$ cat config.mk
export PLATFORM = sky130hd
export DESIGN_NAME = dma_chain_seq
export DESIGN_NICKNAME = d
export VERILOG_FILES = /design/src/rtl/dcs_pkg.sv /design/src/rtl/dcs_fetch.sv /design/src/rtl/dcs_check.sv /design/src/rtl/dma_chain_seq.sv
export SDC_FILE = /design/constraint.sdc
export NUM_CORES = 1
export LEC_CHECK = 0
export BUFFER_PORTS_ARGS = -buffer_cell sky130_fd_sc_hd__buf_2
export CORE_ASPECT_RATIO = 1.4
export CORE_MARGIN = 2
export CORE_UTILIZATION = 40
export DETAILED_ROUTE_END_ITERATION = 8
export PLACE_DENSITY = 0.63
export REMOVE_ABC_BUFFERS = 1
export SKIP_CTS_REPAIR_TIMING = 1
export SLEW_MARGIN = 20
export SYNTH_ARGS = -nofsm -noshare
export SYNTH_HDL_FRONTEND = slang
export SYNTH_SLANG_ARGS = --single-unit
$ cat constraint.sdc
create_clock -name clk -period 2.1 [get_ports clk]
set_clock_uncertainty 0.2 [all_clocks]
set_input_delay 0.315 -clock clk [delete_from_list [all_inputs] [get_ports clk]]
set_output_delay 0.315 -clock clk [all_outputs]
set_load 0.005 [all_outputs]
$ cat src/rtl/dcs_pkg.sv
package dcs_pkg;
  // number of 32-bit words per descriptor and the slot of each used field
  localparam int DESC_WORDS = 7;
  localparam int SLOT_CTRL  = 0;
  localparam int SLOT_COUNT = 1;
  localparam int SLOT_LADDR = 2;
  localparam int SLOT_RADDR = 4;
  localparam int SLOT_LINK  = 6;

  typedef enum logic [2:0] {
    ST_IDLE,
    ST_FETCH,
    ST_CHECK,
    ST_ISSUE,
    ST_WAIT
  } seq_state_e;
endpackage

$ cat src/rtl/dcs_fetch.sv
module dcs_fetch import dcs_pkg::*; #(
  parameter int W = 32,
  parameter int NW = DESC_WORDS,
  localparam int IDX_W = $clog2(NW)
) (
  input  logic             clk,
  input  logic             rst_n,
  input  logic             go,
  input  logic [W-1:0]     base,
  output logic             req_valid,
  input  logic             req_ready,
  output logic [W-1:0]     req_addr,
  input  logic             rsp_valid,
  output logic             rsp_ready,
  output logic             word_we,
  output logic [IDX_W-1:0] word_sel,
  output logic             word_last
);
  logic             active;
  logic             waiting_rsp;
  logic [IDX_W-1:0] idx;
  logic [W-1:0]     base_q;

  assign req_valid = active && !waiting_rsp;
  assign rsp_ready = active && waiting_rsp;
  assign req_addr  = base_q + (W'(idx) << 2);
  assign word_we   = rsp_valid && rsp_ready;
  assign word_sel  = idx;
  assign word_last = word_we && (idx == IDX_W'(NW - 1));

  always_ff @(posedge clk or negedge rst_n) begin
    if (!rst_n) begin
      active      <= 1'b0;
      waiting_rsp <= 1'b0;
      idx         <= '0;
      base_q      <= '0;
    end else if (go) begin
      active      <= 1'b1;
      waiting_rsp <= 1'b0;
      idx         <= '0;
      base_q      <= base;
    end else if (req_valid && req_ready) begin
      waiting_rsp <= 1'b1;
    end else if (word_we) begin
      waiting_rsp <= 1'b0;
      if (word_last) begin
        active <= 1'b0;
      end else begin
        idx <= idx + 1'b1;
      end
    end
  end
endmodule

$ cat src/rtl/dcs_check.sv
module dcs_check #(
  parameter int W = 32,
  parameter int CNT_W = 24,
  parameter int LANE_BITS = 3
) (
  input  logic [W-1:0]         count,
  input  logic [LANE_BITS-1:0] lane_a,
  input  logic [LANE_BITS-1:0] lane_b,
  output logic                 ok
);
  logic count_ok;
  logic lane_ok;

  assign count_ok = (count != '0) && ((count >> CNT_W) == '0);
  assign lane_ok  = (lane_a == lane_b);
  assign ok       = count_ok && lane_ok;
endmodule

$ cat src/rtl/dma_chain_seq.sv
module dma_chain_seq import dcs_pkg::*; #(
  parameter int W = 32,
  parameter int CNT_W = 24,
  parameter int PTR_ALIGN = 4,
  parameter int LANE_BITS = 3
) (
  input  logic             clk,
  input  logic             rst_n,
  input  logic             start,
  input  logic             chain_mode,
  input  logic [W-1:0]     first_ptr,
  input  logic             dir_l2r,
  input  logic [W-1:0]     dir_count,
  input  logic [W-1:0]     dir_laddr,
  input  logic [W-1:0]     dir_raddr,
  output logic             rd_req_valid,
  input  logic             rd_req_ready,
  output logic [W-1:0]     rd_req_addr,
  input  logic             rd_rsp_valid,
  output logic             rd_rsp_ready,
  input  logic [W-1:0]     rd_rsp_data,
  output logic             mv_valid,
  input  logic             mv_ready,
  output logic             mv_l2r,
  output logic [CNT_W-1:0] mv_count,
  output logic [W-1:0]     mv_src,
  output logic [W-1:0]     mv_dst,
  input  logic             mv_done,
  output logic             busy,
  output logic             done,
  output logic             lerr
);
  localparam int IDX_W = $clog2(DESC_WORDS);
  localparam logic [W-1:0] PTR_MASK = {W{1'b1}} << PTR_ALIGN;

  seq_state_e       st;
  logic             chain_q;
  logic             w_l2r;
  logic [W-1:0]     w_count, w_laddr, w_raddr, w_link;
  logic             f_go, f_we, f_last;
  logic [IDX_W-1:0] f_sel;
  logic [W-1:0]     f_base;
  logic             desc_ok;
  logic             accept;
  logic             last_desc;

  assign accept    = start && (st == ST_IDLE);
  assign last_desc = !chain_q || w_link[0];
  assign f_go      = (accept && chain_mode) ||
                     (st == ST_WAIT && mv_done && !last_desc);
  assign f_base    = ((st == ST_IDLE) ? first_ptr : w_link) & PTR_MASK;

  dcs_fetch #(.W(W), .NW(DESC_WORDS)) u_fetch (
    .clk(clk), .rst_n(rst_n), .go(f_go), .base(f_base),
    .req_valid(rd_req_valid), .req_ready(rd_req_ready), .req_addr(rd_req_addr),
    .rsp_valid(rd_rsp_valid), .rsp_ready(rd_rsp_ready),
    .word_we(f_we), .word_sel(f_sel), .word_last(f_last)
  );

  dcs_check #(.W(W), .CNT_W(CNT_W), .LANE_BITS(LANE_BITS)) u_check (
    .count(w_count),
    .lane_a(w_laddr[LANE_BITS-1:0]),
    .lane_b(w_raddr[LANE_BITS-1:0]),
    .ok(desc_ok)
  );

  assign mv_valid = (st == ST_ISSUE);
  assign mv_l2r   = w_l2r;
  assign mv_count = w_count[CNT_W-1:0];
  assign mv_src   = w_l2r ? w_laddr : w_raddr;
  assign mv_dst   = w_l2r ? w_raddr : w_laddr;
  assign busy     = (st != ST_IDLE);

  always_ff @(posedge clk or negedge rst_n) begin
    if (!rst_n) begin
      st      <= ST_IDLE;
      chain_q <= 1'b0;
      w_l2r   <= 1'b0;
      w_count <= '0;
      w_laddr <= '0;
      w_raddr <= '0;
      w_link  <= '0;
      done    <= 1'b0;
      lerr    <= 1'b0;
    end else begin
      done <= 1'b0;
      unique case (st)
        ST_IDLE: if (accept) begin
          chain_q <= chain_mode;
          lerr    <= 1'b0;
          if (chain_mode) begin
            w_count <= '0;
            st      <= ST_FETCH;
          end else begin
            w_l2r   <= dir_l2r;
            w_count <= dir_count;
            w_laddr <= dir_laddr;
            w_raddr <= dir_raddr;
            st      <= ST_CHECK;
          end
        end
        ST_FETCH: begin
          if (f_we) begin
            if (f_sel == IDX_W'(SLOT_CTRL))  w_l2r   <= rd_rsp_data[W-1];
            if (f_sel == IDX_W'(SLOT_COUNT)) w_count <= rd_rsp_data;
            if (f_sel == IDX_W'(SLOT_LADDR)) w_laddr <= rd_rsp_data;
            if (f_sel == IDX_W'(SLOT_RADDR)) w_raddr <= rd_rsp_data;
            if (f_sel == IDX_W'(SLOT_LINK))  w_link  <= rd_rsp_data;
          end
          if (f_last) st <= ST_CHECK;
        end
        ST_CHECK: begin
          if (desc_ok) begin
            st <= ST_ISSUE;
          end else begin
            lerr <= 1'b1;
            st   <= ST_IDLE;
          end
        end
        ST_ISSUE: if (mv_ready) st <= ST_WAIT;
        ST_WAIT: if (mv_done) begin
          if (last_desc) begin
            done <= 1'b1;
            st   <= ST_IDLE;
          end else begin
            st <= ST_FETCH;
          end
        end
        default: st <= ST_IDLE;
      endcase
    end
  end
endmodule

-- Word-level counts from Yosys, hierarchy flattened
Index checks and enable logic that the tools add are counted.
- flip-flop bits (word level): 168
- bits in latches: 0
- RAM bits: 0
- bits in read-only memories: 0
- input bits: 169
- output and inout bits: 127
- word-level logic and storage cells: 121
- memories: 0
- add/subtract/negate cells: 2
- multipliers: 0
- div/mod/pow operators: 0
- $lt $le $gt $ge: 0
- eq/ne operators: 22
- shift-type cells: 0
- muxes and demuxes: 48
- bitwise gates (word level): 0
- reduce and logical (&&, ||, !) cells: 36
- operators with widths (cell ; count):
    $mux W32 ; 15
    $pmux W32 S2 ; 3
    $add A32 B5 Y32 ; 1
    $logic_not A32 Y1 ; 1
    $reduce_bool A32 Y1 ; 1
    $mux W3 ; 8
    $ne A2 B2 Y1 const B ; 11
    $mux W1 ; 17
    $pmux W3 S5 ; 1
    $reduce_and A5 Y1 ; 3
    $reduce_and A3 Y1 ; 4
    $logic_and A1 B1 Y1 ; 11
    $eq A3 B2 Y1 const B ; 3
    $eq A3 B3 Y1 const B ; 3
    $reduce_and A4 Y1 ; 2
    $reduce_bool A2 Y1 ; 4
    $eq A3 B1 Y1 const B ; 2
    $logic_not A3 Y1 ; 2
    $reduce_bool A3 Y1 ; 2
    $mux W2 ; 2
    $ne A2 B1 Y1 const B ; 2
    $pmux W1 S2 ; 2
    $add A3 B1 Y3 const B ; 1
    $eq A3 B3 Y1 ; 1
    other kinds (3) ; 6

-- Logic depth before layout (Yosys ltp)
- depth after elaboration: 7
- gate-level depth with buffers: 7

-- Modules after synthesis
Synthesis repeated with hierarchy kept, for this count alone.
- cell total of the unflattened synthesis: 961
- area, all modules: 9846.9 sq um
- modules (own cells, without submodules) (module ; times used ; cells each ; area an instance (sq um) ; seq. area each (sq um)):
    dma_chain_seq ; 1 ; 744 ; 7601.0 ; 3303.2
    dcs_fetch ; 1 ; 201 ; 2134.5 ; 925.9
    dcs_check ; 1 ; 16 ; 111.4 ; 0.0

-- Least setup slack after synthesis
Ideal clock, no wire load.
- path kind: reg-to-reg
- start: register st[0]
- end: register w_raddr[22]
- library setup time: 0.125 ns
- arrival: 1.802 ns
- data required time: 1.775 ns
- setup slack: -0.027 ns
- cell stages (with the launch flop): 6
- path buffers: 2
- cell sequence: dfrtp_1 -> buf_6 -> or4b_4 -> a22oi_4 -> buf_6 -> mux2_2
- longest elaborated chain between the ends: 4
- elaborated cells on any way between the ends: 10
- those cells by class: eq/ne (5); mux (1); reduce/logical (4)
- RTL lines (element ; RTL line ; text):
    start, declared ; dma_chain_seq.sv:36 ; seq_state_e st;
    start signal, assigned ; dma_chain_seq.sv:76 ; st <= ST_IDLE;
    start signal, assigned ; dma_chain_seq.sv:93 ; st <= ST_FETCH;
    start signal, assigned ; dma_chain_seq.sv:99 ; st <= ST_CHECK;
    $logic_not A3 Y1 ; dma_chain_seq.sv:47, dma_chain_seq.sv:87 ;
    $logic_and A1 B1 Y1 ; dma_chain_seq.sv:47 ; assign accept = start && (st == ST_IDLE);
    $ne A2 B2 Y1 (no line) ; -- ;
    $reduce_and A5 Y1 (no line) ; -- ;
    end signal, assigned ; dma_chain_seq.sv:98 ; w_raddr <= dir_raddr;
    end signal, assigned ; dma_chain_seq.sv:107 ; if (f_sel == IDX_W'(SLOT_RADDR)) w_raddr <= rd_rsp_data;
    end, declared ; dma_chain_seq.sv:39 ; logic [W-1:0] w_count, w_laddr, w_raddr, w_link;
Parallel ways exist; a longest one is shown, timed or not.
A chain may end at the register's enable or synchronous reset.

-- Final worst setup path
- start: register u_fetch.base_q[4]
- end: output rd_req_addr[17]
- longest elaborated chain between the ends: 1
- RTL lines (element ; RTL line ; text):
    start, declared ; dcs_fetch.sv:22 ; logic [W-1:0] base_q;
    start signal, assigned ; dcs_fetch.sv:41 ; base_q <= base;
    $add A32 B5 Y32 ; dcs_fetch.sv:26 ; assign req_addr = base_q + (W'(idx) << 2);
    end, declared ; dma_chain_seq.sv:18 ; output logic [W-1:0] rd_req_addr,
No other way between the ends.

==> run metrics <==
Buffers on Ports 289; DP Worst Slack -446 ps; register clock-pin slew on the reported worst setup and hold paths 70 ps; Async S/R FF share, synth 100%; crit path DAT 1990 ps; fin. max-slew vios 0; Yosys reg bits 165; Hold Violations, Final 6; Final TNS setup -28730 ps; share of the synthesized area in the top cell type 43.3%; Routed Antenna Nets 0; share of layout cells above drive strength 1 55.4%; CP Capture Point rd_req_addr[17]; fin crit period 2510 ps; Main synth FF type dfrtp_1; Post-Layout Cell Count 1604; Clock Tree Buf Depth 2; starting density of the core 40.9%; Reg2Reg Setup Slack -220 ps; worst skew pair latency 440 ps; Initial DRC Count 516; FF-to-FF End w_laddr[20]; crit path from u_fetch.base_q[4]; Warnings, synthesis 0; final net count 1458; core footprint 23300 µm²; first-pass GRT wire length 43000 µm; post-DP HPWL 21100 µm; Period Utilization, post-route 119%; Max Cap Violations 0; gr ovfl total 0; Top Ports 296; Critical Path RT 1580 ps; Avg Inst Size Synth 10.9 µm²; CTS H-tree depth 4; largest net degree at the start of global routing 65; GRT Overall Usage 22.4%; P_leak 7.65 nW; Power Density 1470 nW/µm²; failing checks hold timing, setup timing; WL/cell 21.2 µm; CP Class reg2out; total die area 25100 µm²; synth top area cells dfrtp_1 43%, mux2_2 15%, mux2_4 9.1%; placed cell count 1453; Netlist cell types 52; Slew @ Worst Pin 753 ps; GPL Wtd Cong 0.811; largest area contributor in the netlist dfrtp_1; hold slack -23.2 ps; crit path max fanout 6; Peak VDD IR 0.873 mV; crit end category output pin; initial antenna violation count 2; Vias 8303; CTS tree yes; die height 187 µm; clock root buffer clkbuf_16; first-pass iteration count of the detailed router 5; # clock sinks 165; Cells after Synth 872; Cell Area, Synth 9530 µm²; outcome complete, but fails checks; Worst slew margin 49.8%; Die W 134 µm; routed wire length 34000 µm; P&R area growth vs syn 54.2%; EDFF count, synth 0; vias in the first global route 7754; Rows 66; worst min path class in2reg; total CTS buffers 17; Setup Viol. Count Final 233; final core utilization 63.1%; vias per cell 5.18; Final Worst Setup Slack -408 ps; Seq/Total Area, Yosys 43.3%; maximum clock rate 399 MHz; RSZ-0062 raised after global routing yes; drt drc 0; R2R depth 7; CP Launch Type register; worst r2r src st[1]
state kept, by name, summed over array words and instances, names as in the netlist, 3 cells and up:
register and flops:
w_count 32, w_laddr 32, w_raddr 32, w_link 29
u_fetch.base_q 28, st 3, u_fetch.word_sel 3
worst max-delay path: stages (launching register included):
cell,delay [ps]
dfrtp_1,400
ha_4,170
and3_4,180
and3_4,250
buf_8,150
nand4_1,120
xnor2_1,150
buf_2,140
cell usage after synthesis, drive strengths merged (2+ instances only):
cell / number
nor4: 6
and2: 5
o21ai: 31
and4: 4
mux2i: 32
nand4: 14
xnor2: 27
nand2: 197
inv: 9
or4: 2
a22o: 31
clkbuf: 22
ha: 6
nor3: 6
a21oi: 9
nand3: 15
mux2: 185
nor4bb: 2
xor2: 3
a22oi: 3
nor3b: 2
and3: 6
dfrtp: 165
buf: 60
nor2b: 4
nor2: 10
area by class of cell:
type                       count  area (µm²)
antenna                        2        5.00
clock buffer                  20         447
clock inverter                12         179
fill                        1867        8590
inverter                       9        41.3
multi-input combinational    617        5590
sequential                   165        4140
tap                          306         383
timing repair buffer         473        3920
power breakdown:
| group | internal, mW | leakage [nW] | switching (mW) |
|---|---|---|---|
| clock network | 2.02 | 0.285 | 1.37 |
| logic | 7.45 | 5.27 | 5.19 |
| registers | 4.41 | 2.10 | 1.14 |
how the worst min path moves through the flow:
| stage | from | endpoint | slack [ps] | cells after the start |
|---|---|---|---|---|
| 2_1_floorplan | rst_n | chain_q | -180 | 0 |
| 3_3_place_gp | rst_n | st[2] | 90 | 1 |
| 3_5_place_dp | rst_n | st[1] | 90 | 1 |
| 4_1_cts | rst_n | st[1] | -380 | 1 |
| 5_1_grt | rd_rsp_data[11] | w_link[11] | -6 | 2 |
| 6_report | first_ptr[15] | u_fetch.base_q[15] | -20 | 3 |
logic make-up (layout without fill, tap and decap cells):
logic type | Yosys count | after routing | synth area share [%]
and+or+nand+nor | 279 | 279 | 13.2
other | 1 | 4 | 0.0394
muxes | 217 | 217 | 27.5
adders and majority gates | 6 | 6 | 0.788
xor gates and xnor gates | 30 | 30 | 2.76
AOI/OAI and AO/OA | 83 | 83 | 6.34
buffers and inverters | 91 | 514 | 5.99
DFF | 165 | 165 | 43.3
layer usage:
| layer | vias to the layer above | part of all wire [%] | GRT usage [%] |
|---|---|---|---|
| li1 | 3837 | - | - |
| met1 | 4152 | 39 | 26.4 |
| met2 | 247 | 52 | 38.6 |
| met3 | 67 | 4.2 | 4.67 |
| met4 | 0 | 4.0 | 10.5 |
| met5 | - | 0 | 0 |
placed cells by master, fill, tap and decap left out, drive strengths merged, types with 9 or more instances in the layout:
master       count
a21oi            9
a22o            31
buf            401
clkbuf          37
dfrtp          165
dlygate4sd3     55
inv              9
mux2           185
mux2i           32
nand2          197
nand3           15
nand4           14
nor2            10
o21ai           31
xnor2           27
metrics by stage:
| stage | power (mW) | area [µm²] |
|---|---|---|
| floorplan | 10.7 | 8990 |
| global placement | 14.4 | 11600 |
| detailed placement | 14.6 | 11600 |
| CTS | 18.0 | 12200 |
| global route | 22.6 | 14700 |
| finish | 21.6 | 14700 |
No activity file was read; power rests on OpenSTA's default activity.
